[src/rtl/opshift_pkg.sv]
package opshift_pkg;
  typedef enum logic [1:0] {
    SH_LSL = 2'd0,
    SH_LSR = 2'd1,
    SH_ASR = 2'd2,
    SH_ROR = 2'd3
  } shift_kind_e;
endpackage

[src/rtl/opshift_core.sv]
module opshift_core
  import opshift_pkg::*;
#(
  parameter int DATA_W = 32,
  parameter int AMT_W  = 8
) (
  input  logic [DATA_W-1:0] v,
  input  shift_kind_e       kind,
  input  logic [AMT_W-1:0]  amt,
  input  logic              from_reg,
  input  logic              cin,
  output logic [DATA_W-1:0] res,
  output logic              cout
);
  localparam int SH_W = $clog2(DATA_W);
  localparam logic [AMT_W-1:0] FULL = AMT_W'(DATA_W);

  logic [AMT_W-1:0]  n;
  logic [AMT_W-1:0]  n_clamp;
  logic [SH_W-1:0]   rot;
  logic [DATA_W:0]   ext;

  // immediate amounts carry only SH_W meaningful bits
  assign n       = from_reg ? amt : AMT_W'(amt[SH_W-1:0]);
  assign n_clamp = (n > FULL) ? FULL : n;
  assign rot     = n[SH_W-1:0];

  always_comb begin
    res  = v;
    cout = cin;
    ext  = '0;
    unique case (kind)
      SH_LSL: begin
        if (n != '0) begin
          ext  = {1'b0, v} << n;
          res  = ext[DATA_W-1:0];
          cout = ext[DATA_W];
        end
      end
      SH_LSR: begin
        if (n == '0) begin
          cout = v[DATA_W-1];
          if (!from_reg) res = '0;
        end else begin
          ext  = {v, 1'b0} >> n;
          res  = ext[DATA_W:1];
          cout = ext[0];
        end
      end
      SH_ASR: begin
        if (n != '0) begin
          ext  = $signed({v, 1'b0}) >>> n_clamp;
          res  = ext[DATA_W:1];
          cout = ext[0];
        end
      end
      SH_ROR: begin
        if (n == '0) begin
          if (!from_reg) begin
            res  = {cin, v[DATA_W-1:1]};
            cout = v[0];
          end
        end else begin
          res  = DATA_W'({v, v} >> rot);
          cout = res[DATA_W-1];
        end
      end
    endcase
  end
endmodule

[src/rtl/opshift_immexp.sv]
module opshift_immexp #(
  parameter int DATA_W = 32,
  parameter int BYTE_W = 8,
  parameter int ROT_W  = 4
) (
  input  logic [BYTE_W-1:0] byte_in,
  input  logic [ROT_W-1:0]  rot_in,
  input  logic              cin,
  output logic [DATA_W-1:0] res,
  output logic              cout
);
  localparam int RAMT_W = ROT_W + 1;

  logic [DATA_W-1:0] base;
  logic [RAMT_W-1:0] ramt;

  assign base = DATA_W'(byte_in);
  assign ramt = {rot_in, 1'b0};
  assign res  = DATA_W'({base, base} >> ramt);
  assign cout = (rot_in == '0) ? cin : res[DATA_W-1];
endmodule

[src/rtl/opshift_unit.sv]
module opshift_unit
  import opshift_pkg::*;
#(
  parameter int DATA_W = 32,
  parameter int AMT_W  = 8,
  parameter int BYTE_W = 8,
  parameter int ROT_W  = 4
) (
  input  logic              clk,
  input  logic              rst,
  input  logic              imm_mode_i,
  input  logic [DATA_W-1:0] opnd_i,
  input  logic [1:0]        kind_i,
  input  logic [AMT_W-1:0]  amt_i,
  input  logic              amt_from_reg_i,
  input  logic              carry_i,
  input  logic [BYTE_W-1:0] imm_byte_i,
  input  logic [ROT_W-1:0]  imm_rot_i,
  output logic [DATA_W-1:0] result_o,
  output logic              carry_o
);
  logic [DATA_W-1:0] sh_res, ix_res;
  logic              sh_c, ix_c;

  opshift_core #(.DATA_W(DATA_W), .AMT_W(AMT_W)) core_i (
    .v(opnd_i), .kind(shift_kind_e'(kind_i)), .amt(amt_i),
    .from_reg(amt_from_reg_i), .cin(carry_i), .res(sh_res), .cout(sh_c)
  );

  opshift_immexp #(.DATA_W(DATA_W), .BYTE_W(BYTE_W), .ROT_W(ROT_W)) immexp_i (
    .byte_in(imm_byte_i), .rot_in(imm_rot_i), .cin(carry_i),
    .res(ix_res), .cout(ix_c)
  );

  always_ff @(posedge clk) begin
    if (rst) begin
      result_o <= '0;
      carry_o  <= 1'b0;
    end else begin
      result_o <= imm_mode_i ? ix_res : sh_res;
      carry_o  <= imm_mode_i ? ix_c : sh_c;
    end
  end
endmodule

[config.mk]
export PLATFORM = sky130hd
export DESIGN_NAME = opshift_unit
export DESIGN_NICKNAME = d
export VERILOG_FILES = /design/src/rtl/opshift_pkg.sv /design/src/rtl/opshift_core.sv /design/src/rtl/opshift_immexp.sv /design/src/rtl/opshift_unit.sv
export SDC_FILE = /design/constraint.sdc
export NUM_CORES = 1
export LEC_CHECK = 0
export BUFFER_PORTS_ARGS = -buffer_cell sky130_fd_sc_hd__buf_4
export CORE_ASPECT_RATIO = 1.75
export CORE_MARGIN = 2
export CORE_UTILIZATION = 57
export DETAILED_ROUTE_END_ITERATION = 7
export GPL_ROUTABILITY_DRIVEN = 1
export PLACE_DENSITY = 0.8
export REMOVE_ABC_BUFFERS = 1
export SLEW_MARGIN = 20
export SYNTH_ARGS = -nofsm -noshare
export SYNTH_HDL_FRONTEND = slang
export SYNTH_HIERARCHICAL = 1
export SYNTH_SLANG_ARGS = --single-unit
[constraint.sdc]
create_clock -name clk -period 2.4 [get_ports clk]
set_input_delay 0.12 -clock clk [delete_from_list [all_inputs] [get_ports clk]]
set_output_delay 0.12 -clock clk [all_outputs]
set_load 0.02 [all_outputs]
==> flow_metrics.env, run 1 <==
export IMPL_status="aborted with a tool error"
export IMPL_haltStage="global routing"
export IMPL_error="[ERROR GRT-0116] Global routing finished with congestion. Check the congestion regions in the DRC Viewer."
export IMPL_async_reset_ff_frac=0
export IMPL_chipHeight_um=192
export IMPL_cts_htree_levels=2
export IMPL_io_buffers=91
export IMPL_gp_congestion=1.48
export IMPL_clockBufferDepth=2
export IMPL_synth_distinct_cells=93
export IMPL_synth_flop_cell="dfxtp_1"
export IMPL_grt_use_total=0.756
export IMPL_placedCellCount=2146
export IMPL_cts_made_buffers=5
export IMPL_yosysSeqAreaShare=0.0574
export IMPL_pin_count=92
export IMPL_initial_core_util=0.583
export IMPL_synth_edf_count=0
export IMPL_clock_sinks=33
export IMPL_ys_ff_latch=33
export IMPL_root_buffer="clkbuf_16"
export IMPL_yosysWarnings=6
export IMPL_cts_setup_buffers=0
export IMPL_overflow=424
export IMPL_die_x_um=111
export IMPL_netlist_instances=1595
export IMPL_grt_max_degree=36
export IMPL_hpwlAfterDp_um=53000
export IMPL_grt_pass1_vias=19000
export IMPL_cts_hold_buf=0
export IMPL_grt_pass1_wl_um=126000
export IMPL_syn_area_per_cell_um2=7.21
export IMPL_num_rows=68
export IMPL_synth_area_um2=11500
-- synth_stat cells, types with 12 or more instances --
cell type,n,area (um^2)
a31oi_1,46,288
o211ai_1,25,188
clkbuf_1,105,394
a22o_1,12,105
a22oi_1,18,135
nand2_1,176,661
a211oi_1,34,255
o221ai_1,14,123
dfxtp_1,33,661
buf_2,57,285
nor2_1,179,672
o22ai_1,22,138
nor3_1,32,160
buf_6,12,135
nor2b_1,17,106
mux2_2,54,608
buf_1,20,75.1
buf_4,14,105
a21oi_1,114,571
mux4_2,61,1370
inv_1,16,60.1
a221oi_1,31,272
mux2i_1,130,1300
nand3_1,57,285
o21ai_0,96,480
-- layer usage --
layer,GRT overflow,track usage
met3,12,0.594
met1,4,0.719
met4,178,0.781
met5,1,0.264
met2,229,0.955
-- metrics by stage --
| step | setup WS [ns] | hold slack, ns | instance area (um^2) | TNS, ns |
|---|---|---|---|---|
| after floorplan | -3.81 | 0.192 | 10400 | -110.84 |
| after global placement | -0.268 | 0.502 | 14900 | -5.09 |
| after detailed placement | -0.338 | 0.505 | 14900 | -7.04 |
| after CTS | -0.00570 | 0.222 | 15100 | -0.00570 |
-- kinds of logic after synthesis --
logic type | Yosys count | synth area share
compound gates | 536 | 0.321
simple gates | 533 | 0.210
mux | 258 | 0.310
buf+inv | 235 | 0.102
flops | 33 | 0.0574
-- what timing repair did --
item,4_1_cts
hold endpoints to repair,0
gates resized for setup,7
setup endpoints to repair,4
gates cloned,0
==> run 2, diff against run 1 <==
--- a/config.mk
+++ b/config.mk
@@ -6,12 +6,11 @@
 export NUM_CORES = 1
 export LEC_CHECK = 0
 export BUFFER_PORTS_ARGS = -buffer_cell sky130_fd_sc_hd__buf_4
-export CORE_ASPECT_RATIO = 1.75
 export CORE_MARGIN = 2
-export CORE_UTILIZATION = 57
+export CORE_UTILIZATION = 40
 export DETAILED_ROUTE_END_ITERATION = 7
 export GPL_ROUTABILITY_DRIVEN = 1
-export PLACE_DENSITY = 0.8
+export PLACE_DENSITY_LB_ADDON = 0.15
 export REMOVE_ABC_BUFFERS = 1
 export SLEW_MARGIN = 20
 export SYNTH_ARGS = -nofsm -noshare
==> constraint.sdc (replaced) <==
create_clock -name clk -period 3.1 [get_ports clk]
set_input_delay 0.155 -clock clk [delete_from_list [all_inputs] [get_ports clk]]
set_output_delay 0.155 -clock clk [all_outputs]
set_load 0.02 [all_outputs]
==> flow_metrics.env, run 2 <==
export IMPL_status="complete, no violations"
export IMPL_pwr_share_seq=0.120
export IMPL_synth_top_area_cell="mux4_2"
export IMPL_tightest_slew_ns=0.975
export IMPL_synth_most_common_cell="nor2_1"
export IMPL_synth_area_leaders="mux4_2, mux2i_1, nor2_1, dfxtp_1, nand2_1"
export IMPL_async_reset_ff_frac=0
export IMPL_cts_setup_buffers=0
export IMPL_syn_area_per_cell_um2=7.21
export IMPL_crit_path_end_kind="register"
export IMPL_largest_register="result_o"
export IMPL_cp_required_ns=3.32
export IMPL_dr_pass1_iters=6
export IMPL_cap_violations=0
export IMPL_grt_pass1_wl_um=105000
export IMPL_p_sw_mw=1.96
export IMPL_syn_to_final_growth_pct=18.8
export IMPL_comb_power_share=0.717
export IMPL_route_detailed_drc=0
export IMPL_cts_tree="done"
export IMPL_yosysWarnings=6
export IMPL_synth_top_area_share=0.119
export IMPL_final_period_utilization=0.962
export IMPL_start_kind="input pin"
export IMPL_cts_hold_buf=0
export IMPL_final_nets=1759
export IMPL_peakVddDrop_mv=0.213
export IMPL_reg_top3="result_o x32, carry_o x1"
export IMPL_synth_distinct_cells=93
export IMPL_clockBufferDepth=2
export IMPL_cts_htree_levels=2
export IMPL_cp_arrival_ns=3.20
export IMPL_final_layout_size_suffix_gt1_frac=0.276
export IMPL_min_to="result_o[9]"
export IMPL_die_x_um=174
export IMPL_layout_min_cycle_time_ns=2.98
export IMPL_overflow=0
export IMPL_fmax_ghz=0.335
export IMPL_viasPerCell=7.35
export IMPL_final_antenna_net_count=0
export IMPL_cts_made_buffers=5
export IMPL_layout_common_cells="buf_4, nor2_1, nand2_1"
export IMPL_whs_path_depth=2
export IMPL_yosysSeqAreaShare=0.0574
export IMPL_grt_max_degree=49
export IMPL_fill_cells=2959
export IMPL_drv_slew=0
export IMPL_swShare=0.500
export IMPL_final_core_util=0.479
export IMPL_leakagePower_nw=5.53
export IMPL_core_area_um2=28500
export IMPL_grt_use_total=0.476
export IMPL_hpwlAfterDp_um=55500
export IMPL_num_rows=62
export IMPL_final_common_cell="buf_4"
export IMPL_synth_flop_cell="dfxtp_1"
export IMPL_pin_count=92
export IMPL_ys_ff_latch=33
export IMPL_hp_class="input pin to register"
export IMPL_netlist_instances=1595
export IMPL_path_class="input pin to register"
export IMPL_synth_edf_count=0
export IMPL_p_int_mw=1.95
export IMPL_synth_area_um2=11500
export IMPL_drt_wirelength_per_cell_um=35.4
export IMPL_wirelength_um=73900
export IMPL_grt_pass1_vias=14200
export IMPL_p_clk_frac=0.163
export IMPL_root_buffer="clkbuf_16"
export IMPL_crit_path_max_fanout=33
export IMPL_antenna_found_initial=4
export IMPL_rsz0062_at_grt="no"
export IMPL_largest_register_ffs=32
export IMPL_drtIter0Drc=2692
export IMPL_initial_core_util=0.403
export IMPL_p_per_area_nw_per_um2=286
export IMPL_synthTopCellsByCount="nor2_1, nand2_1, mux2i_1, a21oi_1, clkbuf_1"
export IMPL_preCtsSetupSlack_ns=-0.285
export IMPL_chipHeight_um=174
export IMPL_path_clk_slew_ns=0.05
export IMPL_min_from="rst"
export IMPL_dr_total_vias=15300
export IMPL_gp_congestion=1.14
export IMPL_dieArea_um2=30100
export IMPL_setup_violations=0
export IMPL_hold_viol_final=0
export IMPL_io_buffers=91
export IMPL_setup_tns_ns=0
export IMPL_timing_final_ws_setup_ns=0.119
export IMPL_clock_sinks=33
export IMPL_slew_headroom=0.350
==> run 2: layer usage <==
metal | vias up | global-route usage | wire (um)
met2 | 1427 | 0.705 | 30200
li1 | 6316 | - | -
met3 | 338 | 0.162 | 10900
met1 | 7263 | 0.605 | 27100
met4 | 4 | 0.264 | 5640
met5 | - | 0 | 23
==> run 2: cell type report <==
cell class,count,area [um^2],area share
multi-input cells,1327,9700,0.710
repair buffers,312,2550,0.187
flip-flops and latches,33,661,0.0483
well taps,384,480,0.0352
clock buffers,5,125,0.00915
inverters,21,78.8,0.00577
clock inverters,3,65.1,0.00476
diodes,2,5.00,0.000366
==> run 2: per-stage QoR <==
step | area [um^2] | hold slack [ns] | total power [mW] | std cells
2_1_floorplan | 10400 | 0.227 | 1.69 | 1381
3_3_place_gp | 13500 | 0.551 | 3.14 | 2077
3_5_place_dp | 13500 | 0.553 | 3.12 | 2077
4_1_cts | 13700 | 0.259 | 3.77 | 2085
5_1_grt | 13700 | 0.271 | 4.01 | 2085
6_report | 13700 | 0.259 | 3.91 | 2087
==> run 2: how the worst max path moves through the flow <==
stage	start	endpoint	slack [ns]	depth (start not counted)
2_1_floorplan	amt_i[6]	result_o[20]	-3.15	8
6_report	amt_i[6]	result_o[18]	0.12	13
3_5_place_dp	amt_i[6]	result_o[2]	-0.29	14
5_1_grt	amt_i[6]	result_o[18]	0.06	13
4_1_cts	amt_i[6]	result_o[0]	0.04	15
3_3_place_gp	amt_i[6]	result_o[2]	-0.33	14
==> run 2: worst max-delay path: stages <==
cell and delay [ns]:
buf_4 0.14, o31ai_4 0.30, buf_12 0.23, nand2_1 0.18
o221ai_2 0.29, buf_4 0.15, o21ai_0 0.13, buf_4 0.22
a21o_1 0.21, a21oi_1 0.64, o32a_1 0.33, mux2i_1 0.09
nor2_1 0.10
==> run 2: what timing repair did <==
action / 4_1_cts / 5_1_grt
setup endpoints to repair: 1 / 3
hold endpoints to repair: 0 / 0
gates resized for setup: 1 / 2
==> run 2: kinds of logic after synthesis <==
kind of cell           synth area share
DFF                              0.0574
muxes                             0.310
buffers and inverters             0.102
and+or+nand+nor                   0.210
AOI/OAI and AO/OA                 0.321
==> run 2: power by group through the flow <==
stage / Sequential, mW / Clock, mW / Combinational, mW
after floorplan: 0.516 / 0 / 1.17
after global placement: 0.477 / 0 / 2.67
after detailed placement: 0.477 / 0 / 2.64
after CTS: 0.468 / 0.651 / 2.65
after global routing: 0.470 / 0.668 / 2.87
final: 0.468 / 0.639 / 2.80
Note: power is estimated with default switching activity, not from simulation.
==> run 3, diff against run 2 <==
--- a/config.mk
+++ b/config.mk
@@ -6,7 +6,6 @@
 export NUM_CORES = 1
 export LEC_CHECK = 0
 export BUFFER_PORTS_ARGS = -buffer_cell sky130_fd_sc_hd__buf_4
-export CORE_MARGIN = 2
 export CORE_UTILIZATION = 40
 export DETAILED_ROUTE_END_ITERATION = 7
 export GPL_ROUTABILITY_DRIVEN = 1
==> flow_metrics.env, run 3 (synthesis gave the netlist of run 2 again) <==
export IMPL_peakVddDrop_mv=0.252
export IMPL_cts_setup_buffers=0
export IMPL_final_core_util=0.471
export IMPL_placed_cell_area_um2=13100
export IMPL_num_rows=61
export IMPL_antenna_cells=0
export IMPL_crit_path_max_fanout=43
export IMPL_viasPerCell=7.67
export IMPL_die_x_um=172
export IMPL_start_kind="input pin"
export IMPL_final_period_utilization=0.984
export IMPL_fin_hold_ws_ns=0.261
export IMPL_placedCellCount=2018
export IMPL_layout_min_cycle_time_ns=3.05
export IMPL_io_buffers=91
export IMPL_largest_register_ffs=32
export IMPL_cts_htree_levels=2
export IMPL_p_per_area_nw_per_um2=280
export IMPL_final_layout_size_suffix_gt1_frac=0.250
export IMPL_grt_max_degree=82
export IMPL_drt_wirelength_per_cell_um=36.5
export IMPL_cts_hold_buf=0
export IMPL_critPathCapture="result_o[25]"
export IMPL_pin_count=92
export IMPL_crit_path_end_kind="register"
export IMPL_ff_latch_area_um2=661
export IMPL_chipHeight_um=172
export IMPL_dieArea_um2=29400
export IMPL_power_total_mw=3.70
export IMPL_core_area_um2=28000
export IMPL_status="finished, violations left"
export IMPL_syn_to_final_growth_pct=14.7
export IMPL_hpwlAfterDp_um=54100
export IMPL_tightest_slew_ns=1.14
export IMPL_cts_resized=0
export IMPL_drv_slew=0
export IMPL_grt_pass1_wl_um=104000
export IMPL_clockBufferDepth=2
export IMPL_fmax_ghz=0.328
export IMPL_leakagePower_nw=5.24
export IMPL_hold_viol_final=0
export IMPL_path_class="input pin to register"
export IMPL_hp_class="input pin to register"
export IMPL_route_detailed_drc=1
export IMPL_wirelength_um=73900
export IMPL_reg_top3="result_o x32, carry_o x1"
export IMPL_gp_congestion=1.11
export IMPL_setup_violations=0
export IMPL_stdcell_count=2025
export IMPL_critPathLaunch="amt_from_reg_i"
export IMPL_cap_violations=0
export IMPL_largest_register="result_o"
export IMPL_fill_cells=2901
export IMPL_drtIter0Drc=2991
export IMPL_final_common_cell="buf_4"
export IMPL_antenna_found_initial=1
export IMPL_path_clk_slew_ns=0.06
export IMPL_clock_sinks=33
export IMPL_cp_required_ns=3.31
export IMPL_layout_common_cells="buf_4, nor2_1, nand2_1"
export IMPL_dr_pass1_iters=8
export IMPL_initial_core_util=0.411
export IMPL_cp_arrival_ns=3.26
export IMPL_grt_use_total=0.499
export IMPL_cts_made_buffers=5
export IMPL_fin_area_um2=13200
export IMPL_final_nets=1706
export IMPL_cts_tree="done"
export IMPL_multiInputGateArea_um2=9690
export IMPL_violations="DRC"
export IMPL_overflow=0
export IMPL_rsz0062_at_grt="no"
export IMPL_root_buffer="clkbuf_16"
export IMPL_slew_headroom=0.236
export IMPL_dr_total_vias=15500
export IMPL_grt_pass1_vias=14000
export IMPL_final_antenna_net_count=0
## run 3: final cells by class
| class | count | share of cell area |
|---|---|---|
| Inverter | 21 | 0.00597 |
| Multi-Input combinational cell | 1327 | 0.734 |
| Tap cell | 378 | 0.0358 |
| Timing Repair Buffer | 259 | 0.163 |
| Sequential cell | 33 | 0.0501 |
| Clock buffer | 7 | 0.0108 |
## run 3: how the worst min path moves through the flow
stage	startpoint	endpoint	slack [ns]	cells past startpoint
2_1_floorplan	rst	carry_o	0.23	1
3_3_place_gp	rst	result_o[14]	0.55	2
3_5_place_dp	rst	result_o[26]	0.56	2
4_1_cts	rst	result_o[26]	0.27	2
5_1_grt	rst	result_o[20]	0.28	2
6_report	rst	result_o[26]	0.26	2
## run 3: power breakdown
part	switching, mW	internal, mW	leakage, nW
clock	0.187	0.316	0.0700
sequential	0.0126	0.457	0.271
combinational	1.75	0.975	4.90
total	1.95	1.75	5.24
## run 3: worst max-delay path, cell delays in order
cell	delay (ns)
buf_4	0.21
o31a_2	0.35
buf_12	0.21
nor3_2	0.07
buf_12	0.21
nor2_1	0.88
nand4_1	0.28
a31oi_1	0.23
o21ai_1	0.09
a32oi_1	0.26
mux2i_1	0.13
nor2_1	0.14
## run 3: through the flow
| step | setup TNS (ns) | setup WS [ns] |
|---|---|---|
| 2_1_floorplan | -88.89 | -3.15 |
| 3_3_place_gp | -0.0176 | -0.0176 |
| 3_5_place_dp | -0.0167 | -0.0167 |
| 4_1_cts | 0 | 0.254 |
| 5_1_grt | 0 | 0.140 |
| 6_report | 0 | 0.0485 |
## run 3: metal layers
metal  part of all wire  vias up  routed length [um]  global-route usage
met5            0.00018        -                  13                   0
li1                   -     6228                   -                   -
met1               0.36     7407               26900               0.639
met3               0.15      361               11000               0.167
met4              0.085        2                6300               0.317
met2               0.40     1525               29700               0.714
